===== src/rtl/busin_pkg.sv =====
package busin_pkg;
    localparam int unsigned CB_IE   = 6;
    localparam int unsigned CB_XMIT = 12;
    localparam int unsigned CB_LERR = 13;
    localparam int unsigned CB_LAV  = 14;
    localparam int unsigned CB_TRN  = 15;

    typedef enum logic [1:0] {
        TXK_NONE = 2'd0,
        TXK_ON   = 2'd1,
        TXK_OFF  = 2'd2,
        TXK_REG  = 2'd3
    } txk_e;

    typedef enum logic [1:0] {
        SQ_IDLE,
        SQ_SEND_ON,
        SQ_SEND_REG,
        SQ_SEND_OFF
    } sq_e;
endpackage


===== src/rtl/busin_seq.sv =====
module busin_seq
    import busin_pkg::*;
#(
    parameter int unsigned DW = 16,
    parameter int unsigned IW = 3
) (
    input  logic          clk,
    input  logic          rst_n,
    input  logic          start,
    input  logic          on_first,
    input  logic          off_last,
    input  logic [IW-1:0] idx,
    input  logic [DW-1:0] val,
    output logic          busy,
    output logic          tx_valid,
    output logic [1:0]    tx_kind,
    output logic [IW-1:0] tx_index,
    output logic [DW-1:0] tx_value
);
    sq_e           st_q, st_n;
    logic [IW-1:0] idx_q;
    logic [DW-1:0] val_q;
    logic          off_q;

    always_comb begin
        st_n = st_q;
        unique case (st_q)
            SQ_IDLE:     if (start) st_n = on_first ? SQ_SEND_ON : SQ_SEND_REG;
            SQ_SEND_ON:  st_n = SQ_SEND_REG;
            SQ_SEND_REG: st_n = off_q ? SQ_SEND_OFF : SQ_IDLE;
            SQ_SEND_OFF: st_n = SQ_IDLE;
        endcase
    end

    always_ff @(posedge clk) begin
        if (!rst_n) begin
            st_q  <= SQ_IDLE;
            idx_q <= '0;
            val_q <= '0;
            off_q <= 1'b0;
        end else begin
            st_q <= st_n;
            if (st_q == SQ_IDLE && start) begin
                idx_q <= idx;
                val_q <= val;
                off_q <= off_last;
            end
        end
    end

    always_comb begin
        tx_valid = 1'b1;
        tx_kind  = TXK_NONE;
        tx_index = '0;
        tx_value = '0;
        unique case (st_q)
            SQ_IDLE:     tx_valid = 1'b0;
            SQ_SEND_ON:  tx_kind  = TXK_ON;
            SQ_SEND_REG: begin
                tx_kind  = TXK_REG;
                tx_index = idx_q;
                tx_value = val_q;
            end
            SQ_SEND_OFF: tx_kind  = TXK_OFF;
        endcase
    end

    assign busy = (st_q != SQ_IDLE);
endmodule


===== src/rtl/busin_bank.sv =====
module busin_bank
    import busin_pkg::*;
#(
    parameter int unsigned DW       = 16,
    parameter int unsigned NREG     = 8,
    parameter int unsigned IW       = 3,
    parameter int unsigned INIT_IDX = 1
) (
    input  logic          clk,
    input  logic          rst_n,
    input  logic          we,
    input  logic [IW-1:0] widx,
    input  logic [DW-1:0] wval,
    input  logic          withdraw,
    input  logic          rx_on,
    input  logic          rx_off,
    input  logic          ack,
    input  logic          rd,
    input  logic [IW-1:0] ridx,
    output logic [DW-1:0] rdata,
    output logic [DW-1:0] csr,
    output logic [DW-1:0] irr,
    output logic [DW-1:0] vec,
    output logic          irq
);
    logic [DW-1:0] regs_q [NREG];
    logic [DW-1:0] regs_n [NREG];
    logic [DW-1:0] rdata_q;
    logic          irq_q, irq_n;
    logic          lvl_chg, raise;

    assign lvl_chg = (rx_on && !regs_q[0][CB_LAV]) ||
                     (rx_off && !rx_on && regs_q[0][CB_LAV]);
    assign raise   = lvl_chg && regs_q[0][CB_IE];

    always_comb begin
        for (int i = 0; i < NREG; i++) regs_n[i] = regs_q[i];
        if (we) regs_n[widx] = wval;
        if (rx_on)       regs_n[0][CB_LAV] = 1'b1;
        else if (rx_off) regs_n[0][CB_LAV] = 1'b0;
        if (lvl_chg)     regs_n[0][CB_TRN] = 1'b1;
        irq_n = irq_q;
        if (withdraw || ack) irq_n = 1'b0;
        if (raise)           irq_n = 1'b1;
    end

    always_ff @(posedge clk) begin
        if (!rst_n) begin
            for (int i = 0; i < NREG; i++) regs_q[i] <= DW'(i == INIT_IDX);
            irq_q   <= 1'b0;
            rdata_q <= '0;
        end else begin
            for (int i = 0; i < NREG; i++) regs_q[i] <= regs_n[i];
            irq_q <= irq_n;
            if (rd) rdata_q <= regs_q[ridx];
        end
    end

    assign rdata = rdata_q;
    assign csr   = regs_q[0];
    assign irr   = regs_q[1];
    assign vec   = regs_q[NREG-1];
    assign irq   = irq_q;
endmodule


===== src/rtl/busin_regs.sv =====
module busin_regs
    import busin_pkg::*;
#(
    parameter int unsigned DW     = 16,
    parameter int unsigned NREG   = 8,
    parameter int unsigned IW     = $clog2(NREG),
    parameter int unsigned ADDR_W = IW + 1
) (
    input  logic              clk,
    input  logic              rst_n,
    input  logic              bus_wr,
    input  logic              bus_rd,
    input  logic [ADDR_W-1:0] bus_addr,
    input  logic [DW-1:0]     bus_wdata,
    output logic [DW-1:0]     bus_rdata,
    output logic              bus_busy,
    input  logic              lnk_rx_on,
    input  logic              lnk_rx_off,
    output logic              irq_req,
    input  logic              irq_ack,
    output logic [DW-1:0]     irq_vector,
    output logic              tx_valid,
    output logic [1:0]        tx_kind,
    output logic [IW-1:0]     tx_index,
    output logic [DW-1:0]     tx_value
);
    logic [IW-1:0] idx;
    logic          is_ctl, accept, rise, fall, withdraw;
    logic [DW-1:0] wv, csr_w, irr_w, vec_w;

    assign idx    = bus_addr[ADDR_W-1:1];
    assign is_ctl = (idx == '0);
    assign accept = bus_wr && !bus_busy && (!is_ctl || irr_w == '0);
    assign rise   = is_ctl && bus_wdata[CB_XMIT] && !csr_w[CB_XMIT];
    assign fall   = is_ctl && !bus_wdata[CB_XMIT] && csr_w[CB_XMIT];

    always_comb begin
        wv = bus_wdata;
        if (is_ctl && !bus_wdata[CB_TRN]) wv[CB_LERR] = 1'b0;
    end

    assign withdraw = accept &&
        ((is_ctl && csr_w[CB_TRN] && !bus_wdata[CB_TRN]) ||
         (idx < IW'(2) && bus_wdata == '0));

    busin_bank #(.DW(DW), .NREG(NREG), .IW(IW), .INIT_IDX(1)) u_bank (
        .clk(clk), .rst_n(rst_n), .we(accept), .widx(idx), .wval(wv),
        .withdraw(withdraw), .rx_on(lnk_rx_on), .rx_off(lnk_rx_off),
        .ack(irq_ack), .rd(bus_rd), .ridx(idx), .rdata(bus_rdata),
        .csr(csr_w), .irr(irr_w), .vec(vec_w), .irq(irq_req)
    );

    busin_seq #(.DW(DW), .IW(IW)) u_seq (
        .clk(clk), .rst_n(rst_n), .start(accept), .on_first(rise),
        .off_last(fall), .idx(idx), .val(wv), .busy(bus_busy),
        .tx_valid(tx_valid), .tx_kind(tx_kind), .tx_index(tx_index),
        .tx_value(tx_value)
    );

    assign irq_vector = irq_ack ? vec_w : '0;
endmodule


===== config.mk =====
export PLATFORM = sky130hd
export DESIGN_NAME = busin_regs
export DESIGN_NICKNAME = d
export VERILOG_FILES = /design/src/rtl/busin_pkg.sv /design/src/rtl/busin_seq.sv /design/src/rtl/busin_bank.sv /design/src/rtl/busin_regs.sv
export SDC_FILE = /design/constraint.sdc
export NUM_CORES = 1
export LEC_CHECK = 0
export BUFFER_PORTS_ARGS = -buffer_cell sky130_fd_sc_hd__buf_2
export CAP_MARGIN = 20
export CORE_MARGIN = 2
export CORE_UTILIZATION = 50
export CTS_BUF_LIST = sky130_fd_sc_hd__clkbuf_8
export DETAILED_ROUTE_END_ITERATION = 8
export PLACE_DENSITY = 0.84
export SYNTH_ARGS = -nofsm -noshare
export SYNTH_HDL_FRONTEND = slang
export SYNTH_SLANG_ARGS = --single-unit

===== constraint.sdc =====
create_clock -name clk -period 2.3 [get_ports clk]
set_clock_uncertainty 0.2 [all_clocks]
set_input_delay 0.115 -clock clk [delete_from_list [all_inputs] [get_ports clk]]
set_output_delay 0.115 -clock clk [all_outputs]
set_load 0.05 [all_outputs]

## After elaboration in Yosys (flattened, before gate mapping)

Memories as Yosys holds them, arrays and structs flattened. A register that Yosys moved wholly into a read port is not among the register bits.
Index checks and enable logic that the tools add are counted.

| word-level totals | value |
|---|---|
| logic and storage cells | 86 |
| memories kept | 1 |
| bits in writable memories | 128 |
| output and inout port bits | 56 |
| bits in registers | 23 |
| bits of input ports | 27 |

Memory list:

| name | depth | bits a word | rd ports | clocked after Yosys merged registers in | wr ports | line | RTL |
|---|---|---|---|---|---|---|---|
| u_bank.regs_q | 8 | 16 | 9 | 1 | 8 | busin_bank.sv:26 | `logic [DW-1:0] regs_q [NREG];` |

| cells by class | value |
|---|---|
| eq/ne operators | 4 |
| magnitude comparators | 3 |
| reductions and logical operators | 35 |
| muxes and demuxes | 29 |
| bitwise gates (word level) | 9 |

Operator list:

| operator | count |
|---|---|
| two-way mux 16 bit | 11 |
| bitwise mux 128 bit | 1 |
| two-way mux 128 bit | 1 |
| demux 16 bit (select 3 bit) | 1 |
| zero test 16 bit | 2 |
| logical AND 1 bit | 17 |
| two-way mux 1 bit | 9 |
| zero test 1 bit | 8 |
| bitwise OR 1 bit | 8 |
| case mux 2 bit (4 select lines) | 1 |
| two-way mux 2 bit | 3 |
| case mux 2 bit (3 select lines) | 1 |
| == test 2 bit, second input constant | 2 |
| >= comparator 4 bit, second input constant | 1 |
| logical OR 1 bit | 4 |
| less-than comparator 4 x 1 -> 1 bit, second input constant | 1 |
| NOT 3 -> 4 bit | 1 |
| nonzero test 2 bit | 2 |
| zero test 3 bit | 1 |
| less-than comparator 3 x 2 -> 1 bit, second input constant | 1 |
| two-way mux 3 bit | 1 |
| == test 2 x 1 -> 1 bit, second input constant | 1 |
| zero test 2 bit | 1 |
| != test 2 bit, second input constant | 1 |

## Logic depth before layout (Yosys ltp)

Gate-level depths: netlist (run 1).

| logic depth | value |
|---|---|
| word-level depth | 10 |
| gate-level depth with buffers | 8 |

## Modules after synthesis

A second synthesis (run 1) with hierarchy kept.

| second synthesis, totals | value |
|---|---|
| cell total of the unflattened synthesis | 930 |
| area, all modules | 7980.2 um^2 |

Modules (own cells, without submodules):

| module | sequential area each (um^2) | times used | cells an instance | area an instance (um^2) |
|---|---|---|---|---|
| busin_bank | 2902.8 | 1 | 761 | 6512.5 |
| busin_seq | 440.4 | 1 | 130 | 1206.2 |
| busin_regs | 0.0 | 1 | 39 | 261.5 |

## Worst setup path before layout (run 1)

No wires, ideal clock.

| path | value |
|---|---|
| path type | flip-flop to flip-flop |
| start point | register u_seq.st_q[0] |
| end point | register (tool-made name) |
| required time | 1972 ps |
| arrival time | 1885 ps |
| period minus slack after synthesis | 2213 ps |
| stages on the path, launching flop included | 9 |
| setup slack | 87 ps |
| path through | dfxtp_1 > inv_1 > ha_1 > nand2_1 > buf_1 > nor3_4 > buf_2 > mux2i_1 > nor2_1 |

RTL lines:

| item | line | RTL |
|---|---|---|
| start: declaration | busin_seq.sv:20 | `sq_e st_q, st_n;` |
| start signal: assignment | busin_seq.sv:42 | `st_q <= st_n;` |

==> results of run 1 <==
## cells by family (layout without fill, tap and decap cells)
family                   after synthesis  after routing
AND/OR/NAND/NOR                      300            300
AO/OA/AOI/OAI                        177            177
flip-flops                           167            167
buffers and inverters                 85            176
multiplexers                          98             98
adder cells (fa/ha/maj)                4              4
## cell type report
class / instances / area, µm²
fillers: 1234 / 6294
clock buffers: 19 / 261.5
multi-input cells: 579 / 3790
well taps: 188 / 235.2
inverters: 7 / 28.78
clock inverters: 10 / 130.1
flip-flops and latches: 167 / 3343
repair buffers: 140 / 950.9
## power groups by stage
stage,Sequential [W],Combinational (W),Clock [W]
floorplan,0.00313,0.000575,0
global placement,0.00309,0.000797,0
detailed placement,0.00310,0.000811,0
CTS,0.00303,0.000842,0.00214
global route,0.00304,0.000914,0.00225
finish,0.00303,0.000858,0.00210
## worst max-delay path: stages (launching register included)
cell,delay (ns)
dfxtp_1,0.34
or4_4,0.58
o41ai_4,0.41
buf_4,0.28
nand3_1,0.12
a21oi_1,0.18
## synthesized netlist by cell type, types with 2 or more instances
master,count
a21oi_1,113
and2_1,36
buf_1,2
buf_2,8
buf_4,3
buf_6,5
clkbuf_1,48
clkbuf_8,10
dfxtp_1,167
ha_1,4
inv_1,6
mux2i_1,66
mux4_2,31
nand2_1,139
nand2b_1,3
nand3_1,34
nand4_1,2
nor2_1,56
nor2b_1,2
nor3_1,4
nor3_2,2
nor4_1,8
o21ai_0,32
o21ai_1,20
or2_2,3
or3_1,2
or4_4,4
## how the worst max path moves through the flow
stage               slack (ns)             end     startpoint  cells past startpoint
detailed placement        0.10        register       register                      5
CTS                       0.02     tx_index[2]  u_seq.st_q[0]                      4
global route              0.03        register  u_seq.st_q[1]                      7
finish                     0.1  u_seq.val_q[4]       register                      5
floorplan                 0.09        register  u_seq.st_q[0]                      8
global placement          0.12        register       register                      5
## cells in the final DEF (no fill, tap or decap), types with 3 or more instances in the layout
cell type	Yosys	layout
dfxtp_1	167	167
nand2_1	139	139
a21oi_1	113	113
buf_2	8	81
mux2i_1	66	66
nor2_1	56	56
and2_1	36	36
nand3_1	34	34
buf_4	3	34
o21ai_0	32	32
mux4_2	31	31
dlygate4sd3_1	0	21
o21ai_1	20	20
clkbuf_8	10	19
nor4_1	8	8
inv_1	6	6
clkinv_2	0	5
nor3_1	4	4
or4_4	4	4
buf_12	0	4
nand2b_1	3	3
or2_2	3	3
ha_1	4	3
bufinv_16	0	3
## per-stage QoR
stage | worst slack (ns) | instances
floorplan | 0.08746 | 831
global placement | 0.1225 | 1059
detailed placement | 0.1012 | 1059
CTS | 0.01527 | 1109
global route | 0.03109 | 1110
finish | 0.09916 | 1110
## routing by layer
| layer | part of all wire | vias to the layer above |
|---|---|---|
| li1 | - | 3040 |
| met1 | 0.40 | 3147 |
| met2 | 0.47 | 309 |
| met3 | 0.080 | 78 |
| met4 | 0.045 | 0 |
| met5 | 0 | - |
## repair_timing
action,4_1_cts,5_1_grt
endpoints found under the hold margin,158,0
endpoints found under the setup margin,0,35
buffers inserted,0,1
hold buffers,21,0
resized for setup,0,2
==> summary.md, run 1 <==
| Metric | Value |
|---|---|
| Synth Register Bits | `between 150 and 200` |
| Post-Synth XOR/XNOR Area | `0` |
| Post-Synth Simple-Gate Area | `0.1837` |
| Met3 Use GR | `0.05737` |
| Switching share of power | `0.2724` |
| Worst-Margin Slew | `0.5985 ns` |
| Max_slew headroom | `0.5973` |
| FP Rows | `45` |
| Worst Setup Start Kind | `register` |
| Post-Syn Area | `approximately 0.0076 mm²` |
| RSZ-0062 raised after global routing | `false` |
| Crit path arrival time | `about 2.4 ns` |
| DP Area | `between 0.008 and 0.009 mm²` |
| Tot GR Track Use | `0.2592` |
| Layout cells sized above 1 | `0.2126` |
| Worst Reg-to-Reg Cells | `5` |
| Die X | `about 130 µm` |
| Worst Path Required | `around 2.5 ns` |
| Hold slack | `0.04464 ns` |
| Met1 GRT Util | `0.3212` |
| Psw | `around 0.0016 W` |
| RR Endpoint | `u_seq.val_q[4]` |
| Vias in the first global route | `approximately 6300` |
| Final Hold Fails | `0` |
| Core outline area | `0.01503 mm²` |
| Synth cell types | `48` |
| Dpl hpwl | `approximately 14 mm` |
| PortBufs | `a little over 80` |
| Vias | `6574` |
| Largest family of logic cells by synthesized area | `simple AND/OR/NAND/NOR gates` |
| Dominant cell type by area after synthesis | `dfxtp_1` |
| Post-layout util | `0.5814` |
| Max cap viols | `0` |
| Starting density of the core | `0.5066` |
| Area Growth Syn to Fin | `14.75%` |
| TritonCTS clock tree | `built` |
| Chip height | `127.4 µm` |
| Routed WL | `~20 mm` |
| Comb power frac | `0.143` |
| CTS buffer count | `17` |
| Largest net degree at the start of global routing | `46` |
| CTS Root Cell | `clkbuf_8` |
| Syn Inst Count | `approximately 830` |
| Sequential share of the synthesized area | `0.4390` |
| Synth Area in Compound Gates | `0.1245` |
| Avg Inst Size Synth | `between 9 and 10 µm²` |
| Final Power | `between 0.005 and 0.006 W` |
| CTS max path bufs | `2` |
| N_diodes | `0` |
| Async set-reset flop share out of synthesis | `0` |
| Final cycle utilization of the critical path | `0.9569` |
| Clock Latency Late Sink | `about 0.46 ns` |
| Clock Sinks | `between 150 and 200` |
| Hold path endpoint | `u_seq.idx_q[2]` |
| FF-to-FF setup slack | `0.1 ns` |
| DR DRC count | `0` |
| Setup TNS | `0 ns` |
| Clock Power Share | `0.351` |
| Drt pass-1 iters | `8` |
| EDFF count, synth | `0` |
| Num ports | `just over 80` |
| Hold depth | `4` |
| Via-per-instance ratio | `between 5 and 6` |
| H-Tree Level Count | `4` |
| Routing usage on met2 | `0.4168` |
| Max frequency | `454.4 MHz` |
| Int Power | `roughly 0.0044 W` |
| Worst Hold Class | `in2reg` |
| Die area | `approximately 0.016 mm²` |
| Leak | `roughly 3.3 nW` |
| Setup Viol. Count Final | `0` |
| Worst-path clk slew | `about 0.080 ns` |
| Maximum VDD drop | `414.1 µV` |
| Post-synthesis mux area share | `0.1819` |
| Critical Setup Path Class | `reg2reg` |
| Max Slew Vio Count | `0` |
| Synth area leaders | `dfxtp_1, mux4_2, mux2i_1` |
| RD Place Congestion | `between 0.9 and 1` |
| Post-layout net count | `between 900 and 1000` |
| First-pass GRT wire length | `roughly 33 mm` |
| Synthesized Nets | `around 860` |
| DR iter-0 viols | `793` |
| Number of antenna-violating nets in the routed design | `0` |
| Initial antenna violation count | `0` |
| Worst hold start | `bus_addr[3]` |
| Wire per inst | `around 18 µm` |
| Top cell type's share of synthesized area | `0.4390` |
| Pwr dens | `685.6 mW/mm²` |
| Seq pwr share | `0.506` |
| Status | `finished clean` |
| Minimum clock period | `between 2 and 2.5 ns` |
| Most used DFF post-synth | `dfxtp_1` |
| Gr busiest metal | `met2` |
| CP Capture Type | `register` |
| Total gr overflow | `0` |
| Crit path max fanout | `16` |
| Synth Area in Adders | `0.006571` |
| YS warnings | `0` |
| Final Cell Area | `roughly 0.0087 mm²` |
No activity file was read; power rests on OpenSTA's default activity.
==> run 2: changes to the inputs <==
- ABC_AREA: default -> 1
- PLACE_DENSITY: 0.84 -> 0.85
==> run 2 against run 1 <==
Against the previous run:
- synthesized area is 2.9% lower
- first-iteration DRC count is 14% higher
- power is 15% higher
- sequential cell count stayed put
- clock-buffer cell count stayed put
- combinational power is 89% higher
- maximum frequency hardly changed
- critical path depth is 1 higher
- core utilization is 1.2 points higher
- wire length is 5.9% higher
- via count is 13% higher
- cell area is 1.6% lower
- largest power group unchanged
==> summary.md, run 2 <==
| Metric | Value |
|---|---|
| Status | `finished clean` |
| Dpl hpwl | `about 13 mm` |
| Syn Inst Count | `1055` |
| Buffers & Inverters on Critical Path | `4` |
| H-Tree Level Count | `4` |
| Max Slew Vio Count | `0` |
| Crit path arrival time | `roughly 1.9 ns` |
| TritonCTS clock tree | `built` |
| Clock Latency Late Sink | `0.46 ns` |
| Max frequency | `~450 MHz` |
| Crit-path cells | `inv_1, ha_2, buf_4, nand2_1, inv_1, buf_2` |
| RSZ-0062 raised after global routing | `false` |
| Most frequent CP cell | `inv_1` |
| Int Power | `roughly 0.0045 W` |
| CTS max path bufs | `2` |
| Routed WL | `21.64 mm` |
| Vias | `about 7400` |
| Synth Area in Adders | `0.006768` |
| Switching share of power | `0.3493` |
| Vias in the first global route | `6785` |
| Maximum VDD drop | `~460 µV` |
| Area Growth Syn to Fin | `16.28%` |
| Sequential share of the synthesized area | `0.4521` |
| Post-Synth XOR/XNOR Area | `0` |
| Worst Setup Start Kind | `register` |
| Tot GR Track Use | `0.2722` |
| Avg Inst Size Synth | `between 7 and 8 µm²` |
| Die area | `between 0.015 and 0.02 mm²` |
| Setup TNS | `0 ns` |
| Max_slew headroom | `0.4168` |
| Synth area leaders | `dfxtp_1, a21oi_1, o21ai_0` |
| Synth Area in Compound Gates | `0.2545` |
| YS warnings | `0` |
| Final Power | `0.006887 W` |
| Initial antenna violation count | `0` |
| Max cap viols | `0` |
| Chip height | `roughly 130 µm` |
| Starting density of the core | `0.5107` |
| RD Place Congestion | `between 0.9 and 1` |
| Final Hold Fails | `0` |
| Clock Power Share | `0.295` |
| Critical Setup Path Class | `reg2out` |
| Final cycle utilization of the critical path | `0.9561` |
| Minimum clock period | `2.199 ns` |
| Top cell type's share of synthesized area | `0.4521` |
| Leak | `~3.9 nW` |
| FP Rows | `44` |
| Via-per-instance ratio | `5.585` |
| Most used DFF post-synth | `dfxtp_1` |
| Post-synthesis mux area share | `0` |
| Post-layout net count | `around 1200` |
| Slowest-stage cell, CP | `dfxtp_1` |
| Post-Synth Simple-Gate Area | `0.1711` |
| Number of antenna-violating nets in the routed design | `0` |
| Commonest non-fill, non-tap cells in the layout | `a21oi_1, dfxtp_1, o21ai_0` |
| Crit path max fanout | `14` |
| Drt pass-1 iters | `6` |
| Async set-reset flop share out of synthesis | `0` |
| Psw | `roughly 0.0024 W` |
| First-pass GRT wire length | `about 34 mm` |
| Dominant cell type by area after synthesis | `dfxtp_1` |
| DR iter-0 viols | `906` |
| Worst Path Required | `about 2 ns` |
| PortBufs | `81` |
| Largest family of logic cells by synthesized area | `compound AO/OA/AOI/OAI gates` |
| Clock Sinks | `167` |
| Synth cell types | `29` |
| Worst-Margin Slew | `0.8739 ns` |
| Num ports | `83` |
| Setup Viol. Count Final | `0` |
| Layout cells sized above 1 | `0.1356` |
| Comb power frac | `0.235` |
| Wire per inst | `approximately 16 µm` |
| Post-layout util | `0.5938` |
| CP max stage delay | `between 0.3 and 0.4 ns` |
| N_diodes | `0` |
| Synth Register Bits | `167` |
| Core outline area | `roughly 0.014 mm²` |
| Worst Hold Class | `in2reg` |
| DR DRC count | `0` |
| Worst-path clk slew | `approximately 0.090 ns` |
| Synth top cells by count | `a21oi_1, dfxtp_1, o21ai_0, nand2_1, inv_1` |
| Largest net degree at the start of global routing | `143` |
| Post-Syn Area | `0.007395 mm²` |
| Delay-heaviest family, CP | `buffers and inverters` |
| Die X | `about 130 µm` |
| CTS Root Cell | `clkbuf_8` |
| EDFF count, synth | `0` |
| # Post-CTS Setup Buffers | `0` |
| Seq pwr share | `0.470` |
| CP Capture Type | `output port` |
| Pwr dens | `800.9 mW/mm²` |
| Synthesized Nets | `around 1100` |
| CTS buffer count | `17` |
| Total gr overflow | `0` |
[run 2: cell types whose count changed after synthesis, moves of 17 or more]
cell	delta
mux4_2	-31
inv_1	+134
nor2_1	+17
a21oi_1	+54
nand3_1	+23
and2_1	-36
mux2i_1	-66
o21ai_0	+128
[run 2: power by group through the flow]
stage	clock network, W	registers (W)	logic (W)
2_1_floorplan	0	0.00333	0.00108
3_3_place_gp	0	0.00328	0.00150
5_1_grt	0.00217	0.00325	0.00176
3_5_place_dp	0	0.00329	0.00152
4_1_cts	0.00204	0.00323	0.00156
6_report	0.00203	0.00324	0.00162
[run 2: logic make-up (layout without fill, tap and decap cells)]
kind of cell | after synthesis | after routing
adders and majority gates | 4 | 4
DFF | 167 | 167
and+or+nand+nor | 298 | 298
AOI/OAI and AO/OA | 365 | 365
buffers and inverters | 221 | 309
[run 2: worst register-to-register path, stage by stage, from the launching register on]
cell	delay [ns]
dfxtp_1	0.36
inv_1	0.13
ha_1	0.28
nand3_1	0.23
dlygate4sd3_1	0.65
a21oi_1	0.14
[run 2: final timing paths]
check	startpoint	to	slack, ns	cells after the start
hold reg to reg	register	register	0.25	2
setup reg to reg	u_seq.st_q[1]	u_seq.idx_q[0]	0.22	5
hold / removal	rst_n	register	0.01	4
setup / recovery	u_seq.st_q[0]	tx_value[6]	0.10	6
[run 2: timing repair]
action                     CTS  global route
hold buffers                25             0
resized for setup            0             4
hold endpoints to repair   147             0
setup endpoints to repair    0            13
[run 2: stage by stage]
| stage | setup WS (ns) | instance area (µm²) | hold slack [ns] | cells |
|---|---|---|---|---|
| floorplan | 0.4087 | 7395 | 0.04142 | 1055 |
| global placement | 0.3824 | 7953 | 0.1925 | 1270 |
| detailed placement | 0.3261 | 7953 | 0.1957 | 1270 |
| CTS | 0.08980 | 8588 | 0.01412 | 1327 |
| global route | 0.00008171 | 8598 | 0.03933 | 1327 |
| finish | 0.1010 | 8598 | 0.01405 | 1327 |
[run 2: per-layer routing]
layer  GRT usage  up-vias  routed length (µm)
met1      0.3467     3390                9067
met3     0.06882       58                1819
li1            -     3597                   -
met2      0.4366      366               10030
met5           0        -                   0
met4      0.1242        0                 716
[run 2: area by class of cell]
cell class | instances | area, µm²
clock inverters | 13 | 123.9
flip-flops and latches | 167 | 3343
clock buffers | 19 | 261.5
inverters | 149 | 559.3
multi-input cells | 667 | 3199
fillers | 1309 | 5881
well taps | 184 | 230.2
repair buffers | 128 | 880.8
